$ cat src/rtl/outwin_pkg.sv
package outwin_pkg;
  localparam int ADDR_W   = 32;
  localparam int PAGE_LSB = 15;
  localparam int UP_W     = ADDR_W - PAGE_LSB;
  localparam int NWIN     = 3;
  localparam int WIN_W    = 2;
  localparam int EN_BIT   = 0;
  localparam int CARD_BIT = 2;
  localparam int WIN_IO   = 2;

  typedef enum logic [1:0] {
    FLD_BASE  = 2'd0,
    FLD_RANGE = 2'd1,
    FLD_REMAP = 2'd2,
    FLD_NONE  = 2'd3
  } fld_e;

  typedef struct packed {
    logic [UP_W-1:0] base;
    logic [UP_W-1:0] rng;
    logic [UP_W-1:0] rmp;
    logic            en;
    logic            card;
  } win_cfg_t;
endpackage

$ cat src/rtl/outwin_regs.sv
module outwin_regs
  import outwin_pkg::*;
(
  input  logic                   clk,
  input  logic                   rst,
  input  logic                   cfg_we,
  input  logic [WIN_W-1:0]       cfg_win,
  input  logic [1:0]             cfg_fld,
  input  logic [ADDR_W-1:0]      cfg_wdata,
  output win_cfg_t [NWIN-1:0]    cfg_q
);
  fld_e fld;
  assign fld = fld_e'(cfg_fld);

  for (genvar g = 0; g < NWIN; g++) begin : g_win
    logic sel;
    assign sel = cfg_we && (cfg_win == WIN_W'(g));

    always_ff @(posedge clk) begin
      if (rst) begin
        cfg_q[g] <= '0;
      end else if (sel) begin
        case (fld)
          FLD_BASE:  cfg_q[g].base <= cfg_wdata[ADDR_W-1:PAGE_LSB];
          FLD_RANGE: cfg_q[g].rng  <= cfg_wdata[ADDR_W-1:PAGE_LSB];
          FLD_REMAP: begin
            cfg_q[g].rmp  <= cfg_wdata[ADDR_W-1:PAGE_LSB];
            cfg_q[g].en   <= cfg_wdata[EN_BIT];
            cfg_q[g].card <= cfg_wdata[CARD_BIT];
          end
          default: ;
        endcase
      end
    end


    en_reset_chk: assert property (@(posedge clk) rst |=> !cfg_q[g].en);
  end
endmodule

$ cat src/rtl/outwin_iosel.sv
module outwin_iosel (
  input  logic clk,
  input  logic rst,
  input  logic claim_vld,
  input  logic claim_card,
  output logic owner_card,
  output logic locked,
  output logic conflict
);
  always_ff @(posedge clk) begin
    if (rst) begin
      owner_card <= 1'b0;
      locked     <= 1'b0;
      conflict   <= 1'b0;
    end else if (claim_vld) begin
      if (!locked) begin
        locked     <= 1'b1;
        owner_card <= claim_card;
      end else if (claim_card != owner_card) begin
        conflict <= 1'b1;
      end
    end
  end


  first_claim_chk: assert property (@(posedge clk) disable iff (rst)
    (claim_vld && !locked) |=> (locked && owner_card == $past(claim_card)));

  owner_lock_chk: assert property (@(posedge clk) disable iff (rst)
    locked |=> (locked && $stable(owner_card)));

  conflict_sticky_chk: assert property (@(posedge clk) disable iff (rst)
    conflict |=> conflict);

  conflict_cause_chk: assert property (@(posedge clk) disable iff (rst)
    $rose(conflict) |-> ($past(claim_vld) && $past(locked)));
endmodule

$ cat src/rtl/outwin_match.sv
module outwin_match
  import outwin_pkg::*;
(
  input  logic [UP_W-1:0] addr_up,
  input  win_cfg_t        cfg,
  output logic            hit,
  output logic [UP_W-1:0] xlat_up
);
  always_comb begin
    hit     = cfg.en && ((addr_up & cfg.rng) == (cfg.base & cfg.rng));
    xlat_up = (cfg.rmp & cfg.rng) | (addr_up & ~cfg.rng);
  end
endmodule

$ cat src/rtl/outwin_xlate.sv
module outwin_xlate
  import outwin_pkg::*;
(
  input  logic              clk,
  input  logic              rst,
  input  logic              cfg_we,
  input  logic [1:0]        cfg_win,
  input  logic [1:0]        cfg_fld,
  input  logic [31:0]       cfg_wdata,
  input  logic              claim_vld,
  input  logic              claim_card,
  input  logic              lk_vld,
  input  logic [31:0]       lk_addr,
  output logic              out_vld,
  output logic              out_hit,
  output logic [1:0]        out_win,
  output logic              out_card,
  output logic [31:0]       out_addr,
  output logic              io_owner_card,
  output logic              io_locked,
  output logic              io_conflict
);
  win_cfg_t [NWIN-1:0] cfg_q;
  logic [NWIN-1:0]     hit_v;
  logic [UP_W-1:0]     xl_v [NWIN];
  logic [NWIN-1:0]     card_v;

  outwin_regs u_regs (
    .clk(clk), .rst(rst), .cfg_we(cfg_we), .cfg_win(cfg_win),
    .cfg_fld(cfg_fld), .cfg_wdata(cfg_wdata), .cfg_q(cfg_q)
  );

  outwin_iosel u_iosel (
    .clk(clk), .rst(rst), .claim_vld(claim_vld), .claim_card(claim_card),
    .owner_card(io_owner_card), .locked(io_locked), .conflict(io_conflict)
  );

  for (genvar g = 0; g < NWIN; g++) begin : g_m
    outwin_match u_m (
      .addr_up(lk_addr[ADDR_W-1:PAGE_LSB]), .cfg(cfg_q[g]),
      .hit(hit_v[g]), .xlat_up(xl_v[g])
    );
    if (g == WIN_IO) begin : g_io
      assign card_v[g] = io_owner_card;
    end else begin : g_mem
      assign card_v[g] = cfg_q[g].card;
    end
  end

  logic              sel_hit;
  logic [WIN_W-1:0]  sel_win;
  logic              sel_card;
  logic [ADDR_W-1:0] sel_addr;

  always_comb begin
    sel_hit  = 1'b0;
    sel_win  = '0;
    sel_card = 1'b0;
    sel_addr = '0;
    for (int i = 0; i < NWIN; i++) begin
      if (!sel_hit && hit_v[i]) begin
        sel_hit  = 1'b1;
        sel_win  = WIN_W'(i);
        sel_card = card_v[i];
        sel_addr = {xl_v[i], lk_addr[PAGE_LSB-1:0]};
      end
    end
  end

  always_ff @(posedge clk) begin
    if (rst) begin
      out_vld  <= 1'b0;
      out_hit  <= 1'b0;
      out_win  <= '0;
      out_card <= 1'b0;
      out_addr <= '0;
    end else begin
      out_vld  <= lk_vld;
      out_hit  <= lk_vld && sel_hit;
      out_win  <= lk_vld ? sel_win  : '0;
      out_card <= lk_vld ? sel_card : 1'b0;
      out_addr <= lk_vld ? sel_addr : '0;
    end
  end


  latency_chk: assert property (@(posedge clk) disable iff (rst)
    out_vld == $past(lk_vld));

  miss_zero_chk: assert property (@(posedge clk) disable iff (rst)
    (out_vld && !out_hit) |-> (out_addr == '0 && !out_card && out_win == '0));

  low_pass_chk: assert property (@(posedge clk) disable iff (rst)
    out_hit |-> out_addr[PAGE_LSB-1:0] == $past(lk_addr[PAGE_LSB-1:0]));

  io_card_chk: assert property (@(posedge clk) disable iff (rst)
    (out_hit && out_win == WIN_W'(WIN_IO)) |-> out_card == $past(io_owner_card));

  win_range_chk: assert property (@(posedge clk) disable iff (rst)
    out_hit |-> out_win < WIN_W'(NWIN));
endmodule

$ cat config.mk
export PLATFORM = sky130hd
export DESIGN_NAME = outwin_xlate
export DESIGN_NICKNAME = d
export VERILOG_FILES = /design/src/rtl/outwin_pkg.sv /design/src/rtl/outwin_regs.sv /design/src/rtl/outwin_iosel.sv /design/src/rtl/outwin_match.sv /design/src/rtl/outwin_xlate.sv
export SDC_FILE = /design/constraint.sdc
export NUM_CORES = 1
export LEC_CHECK = 0
export CORE_ASPECT_RATIO = 1.2
export CORE_UTILIZATION = 45
export DETAILED_ROUTE_END_ITERATION = 8
export DONT_BUFFER_PORTS = 1
export PLACE_DENSITY_LB_ADDON = 0.12
export SKIP_LAST_GASP = 1
export SLEW_MARGIN = 30
export SYNTH_ARGS = -nofsm -noshare
export SYNTH_HDL_FRONTEND = slang
export SYNTH_SLANG_ARGS = --single-unit
$ cat constraint.sdc
create_clock -name clk -period 2.4 [get_ports clk]
set_input_delay 0 -clock clk [delete_from_list [all_inputs] [get_ports clk]]
set_output_delay 0 -clock clk [all_outputs]
set_load 0.05 [all_outputs]
---- Word-level counts from Yosys, hierarchy flattened ----
Index checks and enable logic that the tools add are counted.
word-level totals
  flip-flop bits (word level) ............. 198
operators by class
  reduce and logical (&&, ||, !) cells .... 26
  bitwise operators ....................... 20
  muxes and demuxes ....................... 11
  equality and inequality tests ........... 8
operators with widths
  kind                                            count
  bitwise AND 17 bit                              12
  two-way mux 32 bit                              3
  == test 17 bit                                  3
  inverter 17 bit                                 3
  OR 17 bit                                       3
  AND reduction 2 bit                             10
  logical AND 1 bit                               9
  two-way mux 1 bit                               7
  == test 2 x 1 -> 1 bit (second input constant)  2
  == test 2 bit (second input constant)           2
  zero test 2 bit                                 2
  AND reduction 3 bit                             1
  OR reduction 3 bit                              1
  zero test 1 bit                                 2
  two-way mux 2 bit                               1
  inverter 1 bit                                  2
  OR reduction 2 bit                              1
  != test 1 bit                                   1

---- Depth between registers and ports, before layout ----
  word-level depth ........................ 11
  depth in mapped cells ................... 9
  depth with buffers taken out ............ 6

---- Hierarchy ----
From an unflattened synthesis, not the netlist that was laid out.
unflattened totals
  cells, all modules ...................... 820
  area total of the unflattened synthesis .. 8944.8 sq um
by module, submodules not included
  module        instances  area each (sq um)  sequential area each (sq um)  cells each
  outwin_regs   1          6283.5             3183.1                        564
  outwin_match  3          430.4              0.0                           47
  outwin_xlate  1          1256.2             740.7                         104
  outwin_iosel  1          113.9              60.1                          11

---- Worst setup path before layout ----
Ideal clock, no wire load.
  path type ............................... reg-to-reg
  from .................................... register, netlist name u_regs.cfg_q[47]
  to ...................................... register out_addr[25]
  setup slack ............................. 520 ps
  cell stages (with the launch flop) ...... 9
  library setup time ...................... 129 ps
  arrival ................................. 1751 ps
  clock period less this slack ............ 1880 ps
  required time ........................... 2271 ps
  cell sequence ........................... dfxtp_1 xor2_1 a22oi_1 nand4_2 or3_1 buf_6 clkbuf_1 a31oi_1 a21oi_1
on the way
  longest elaborated chain between the ends .. 10
RTL lines
  item                  line                source
  bitwise AND 17 bit *  outwin_match.sv:10  hit = cfg.en && ((addr_up & cfg.rng) == (cfg.base & cfg.rng));
  == test 17 bit *      outwin_match.sv:10
  logical AND 1 bit *   outwin_match.sv:10
  two-way mux 1 bit     outwin_xlate.sv:61  if (!sel_hit && hit_v[i]) begin
  zero test 1 bit       outwin_xlate.sv:61
  logical AND 1 bit     outwin_xlate.sv:61
  two-way mux 1 bit     outwin_xlate.sv:61
  zero test 1 bit       outwin_xlate.sv:61
  logical AND 1 bit     outwin_xlate.sv:61
  two-way mux 32 bit *  outwin_xlate.sv:61
  to (signal assigned)  outwin_xlate.sv:82  out_addr <= lk_vld ? sel_addr : '0;
  to (decl)             outwin_xlate.sv:18  output logic [31:0] out_addr,
Mark *: on every way between the ends. The rest lies on a longest branch, timed or not.
A chain may end at the register's enable or synchronous reset.

---- Worst setup path in the final report ----
  from .................................... register, netlist name u_regs.cfg_q[149]
  to ...................................... register out_card
on the way
  longest elaborated chain between the ends .. 5
RTL lines
  item                  line                source
  bitwise AND 17 bit    outwin_match.sv:10
  == test 17 bit        outwin_match.sv:10
  logical AND 1 bit     outwin_match.sv:10
  logical AND 1 bit     outwin_xlate.sv:61
  two-way mux 1 bit     outwin_xlate.sv:61
  to (signal assigned)  outwin_xlate.sv:81  out_card <= lk_vld ? sel_card : 1'b0;
  to (decl)             outwin_xlate.sv:17  output logic out_card,
Every way passes these cells.

==> metrics.md <==
| Metric | Value |
|---|---|
| Final Non-Filler Cells | `1343` |
| Die width | `127.2 µm` |
| Initial antenna violation count | `1` |
| Max frequency | `0.4403 GHz` |
| Die height | `152.2 µm` |
| Tightest Pin Transition | `1.027 ns` |
| Status | `finished, final reports clean` |
| Wirelength per Cell | `21.15 µm` |
| Pleak | `3.552 nW` |
| Post-synthesis sequential area ratio | `46.86%` |
| Post-placement cell count | `1223` |
| Startpoint Class | `flop` |
| Cts repair resizes | `0` |
| Seq pwr share | `49.8%` |
| Via count | `7454` |
| Grt total ovfl | `0` |
| Critical path class | `reg -> reg` |
| Final setup violation count | `0` |
| Largest net degree at the start of global routing | `132` |
| Post-DR vias/cell | `5.550` |
| Max Used Layer | `met4` |
| Slew Limit Fails | `0` |
| Post-Layout Inst Area | `10110 µm²` |
| Largest family of logic cells by synthesized area | `simple AND/OR/NAND/NOR gates` |
| #FFs+latches synth | `198` |
| Synth Area in XOR/XNOR | `5.385%` |
| Initial drt markers | `651` |
| Combinational share of power | `6.5%` |
| Final period util | `94.63%` |
| DR DRC count | `0` |
| Worst-path clk slew | `0.08 ns` |
| Area fraction in and, or, nand and nor cells after synthesis | `20.30%` |
| Routed Antenna Nets | `0` |
| Critical Path RT | `2.72 ns` |
| Postcts setup bufs | `0` |
| Post-layout min period | `2.271 ns` |
| WHS Path Cells | `3` |
| Critical path capture point type | `flop` |
| Max Buffers Root-to-Sink | `2` |
| Unrepaired setup endpoints after global routing | `yes` |
| Share of the synthesized area in the top cell type | `46.86%` |
| Routability cong. | `0.8332` |
| Pint | `5.106 mW` |
| Max_slew headroom | `31.37%` |
| Critical path's largest stage delay | `0.50 ns` |
| Max Cap Violations | `0` |
| Mapped Nets | `1109` |
| Num CTS Buffers | `17` |
| Share of layout cells above drive strength 1 | `10.55%` |
| Synth Warn # | `0` |
| Sink Count | `198` |
| DR pass1 iterations | `5` |
| Setup clock skew after layout | `0.01103 ns` |
| WL met3 | `2078 µm` |
| Top post-synthesis cells by area | `dfxtp_1 47%, nand2_1 15%, a21oi_1 10%` |
| Port bufs | `0` |
| Worst-Skew Late Latency | `0.44 ns` |
| Flop2flop setup slack | `0.13 ns` |
| VDD IR max | `0.4887 mV` |
| Crit path top cell by count | `buf_4` |
| Core Footprint | `18310 µm²` |
| Crit-path max FO | `19` |
| Cell Rows | `54` |
| Post-synthesis instance total | `1035` |
| Adder-Cell Fraction of Synth Area | `0%` |
| Worst Reg2Reg Path Length in Cells | `8` |
| WL final | `28410 µm` |
| Reg-to-reg critical path endpoint | `out_card` |
| Worst hold path class | `in -> reg` |
| Root buffer cell | `clkbuf_16` |
| Area leader, netlist | `dfxtp_1` |
| Gr usage total | `29.94%` |
| Hold path start | `lk_addr[19]` |
| Dpl hpwl | `16900 µm` |
| Area grow syn2layout | `19.51%` |
| Starting Density | `46.19%` |
| I/O pin cnt | `114` |
| Syn Std Cell Area | `8458 µm²` |
| Wire length on met1 | `11880 µm` |
| Nets@finish | `1151` |
| Max H-tree Level | `4` |
| Met2 wire length | `13780 µm` |
| Crit-path cells | `xor2_1, a22o_1, a221oi_2, nand4_1, buf_4, o41ai_1, buf_4, a31oi_1` |
| Sw Pwr | `1.687 mW` |
| Sw frac | `24.83%` |
| Clk pwr share | `43.7%` |
| Worst reg2reg path startpoint | `u_regs.cfg_q[149]` |
| Pwr dens | `672.0 nW/µm²` |
| Synth Area in Compound Gates | `16.02%` |
| Post-Syn Area per Cell | `8.172 µm²` |
| Placed instance area | `8611 µm²` |
| CTS tree | `built` |
| Global-route wire length before repair | `42790 µm` |
| Critical Path AT | `2.59 ns` |
| Hold Crit Endpoint | `out_addr[19]` |
| Hold Violations, Final | `0` |
| Portion of netlist area occupied by mux cells | `6.731%` |
| Vias in the first global route | `7045` |
| Yosys cell types | `36` |
| Die area | `19350 µm²` |
| Slowest cell on crit path | `o41ai_1` |
## placed cells by master, fill, tap and decap left out, types with 3 or more instances in the layout
cell type / synthesis / layout
clkbuf_16: 0 / 17
a221oi_2: 3 / 3
a22o_1: 3 / 3
nor2b_1: 3 / 3
buf_4: 0 / 25
nand2b_1: 3 / 3
nand2_1: 339 / 336
nor2_1: 13 / 11
a31oi_1: 19 / 19
inv_6: 0 / 5
nor3_2: 2 / 3
clkinvlp_4: 0 / 4
a21oi_1: 170 / 170
a22oi_1: 18 / 18
mux2i_1: 13 / 13
xor2_1: 52 / 52
o41ai_1: 18 / 18
dlygate4sd3_1: 0 / 86
nor4_1: 12 / 12
dfxtp_1: 198 / 198
nand4_1: 3 / 3
mux2_2: 39 / 39
nand2_2: 0 / 3
and2_1: 15 / 15
nand3_1: 6 / 6
## stage by stage
stage / utilization (%) / setup TNS (ns) / hold WS [ns] / setup WS [ns] / power (mW)
2_1_floorplan: - / 0 / 0.1158 / 0.5201 / 3.746
3_3_place_gp: 47.01 / 0 / 0.08030 / 0.1714 / 3.728
3_5_place_dp: 47.03 / 0 / 0.08327 / 0.1376 / 3.731
4_1_cts: 55.17 / 0 / 0.008436 / 0.1274 / 6.804
5_1_grt: 55.19 / -0.01420 / 0.03623 / -0.01033 / 6.992
6_report: 55.21 / 0 / 0.01108 / 0.1290 / 6.793
## worst max-delay path by stage
stage / start / endpoint / slack [ns] / cells after the start
6_report: u_regs.cfg_q[149] / out_card / 0.13 / 8
3_3_place_gp: u_regs.cfg_q[149] / out_card / 0.17 / 8
2_1_floorplan: u_regs.cfg_q[47] / out_addr[25] / 0.52 / 8
4_1_cts: u_regs.cfg_q[48] / out_addr[4] / 0.13 / 7
5_1_grt: u_regs.cfg_q[48] / out_addr[4] / -0.01 / 7
3_5_place_dp: u_regs.cfg_q[48] / out_addr[4] / 0.14 / 7
## routing by layer
metal | vias up | track usage, %
met3 | 46 | 6.355
met2 | 296 | 49.76
met5 | - | 0
met1 | 3548 | 38.64
met4 | 0 | 9.524
li1 | 3564 | -
## area by class of cell
type	count	area, µm²
Timing Repair Buffer	113	1096
Clock inverter	14	162.7
Clock buffer	18	439.2
Antenna cell	1	2.502
Tap cell	252	315.3
Multi-Input combinational cell	746	4125
Sequential cell	198	3964
Fill cell	1756	8202
Inverter	1	3.754
## registers in the layout, indices dropped and copies added (netlist names)
signal              cells
out_vld                 1
out_win                 2
u_regs.cfg_q          158
u_iosel.conflict        1
out_hit                 1
u_iosel.owner_card      1
out_card                1
out_addr               32
u_iosel.locked          1
## worst max-delay path: cells and delay by family (launching register included)
kind	cells	cell delay, ns
compound gates	4	1.07
xor+xnor	1	0.15
flops	1	0.32
buf+inv	2	0.45
simple gates	1	0.15
## logic make-up (layout without fill, tap and decap cells)
kind of cell | Yosys count | after routing
and+or+nand+nor | 410 | 410
AOI/OAI and AO/OA | 232 | 232
DFF | 198 | 198
buffers and inverters | 91 | 146
xor gates and xnor gates | 52 | 52
muxes | 52 | 52
other | 0 | 1
## cells in the mapped netlist (all sizes together)
cell,number
or3b,1
nor2b,3
dfxtp,198
nor3,5
and2,15
mux2i,13
a31oi,20
or3,2
a21oi,170
a22o,3
nand2b,3
mux2,39
nand3b,1
nor3b,1
buf,33
nor2,13
clkbuf,57
nor4,13
nand4,4
xor2,52
o41ai,18
or4,1
a22oi,18
or2,1
nand2,339
nand3,6
and3b,1
and4,1
clkinv,1
a221oi,3
## power groups by stage
stage                     Sequential, mW  Clock (mW)  Combinational [mW]
after global routing                3.39        3.13               0.474
after detailed placement            3.46           0               0.272
final                               3.38        2.97               0.444
after global placement              3.46           0               0.270
after CTS                           3.38        2.99               0.436
after floorplan                     3.45           0               0.296
## timing repair
action	CTS	global route
endpoints found under the hold margin	193	0
hold buffers	87	0
setup endpoints to repair	0	2
No activity file was read; power rests on OpenSTA's default activity.
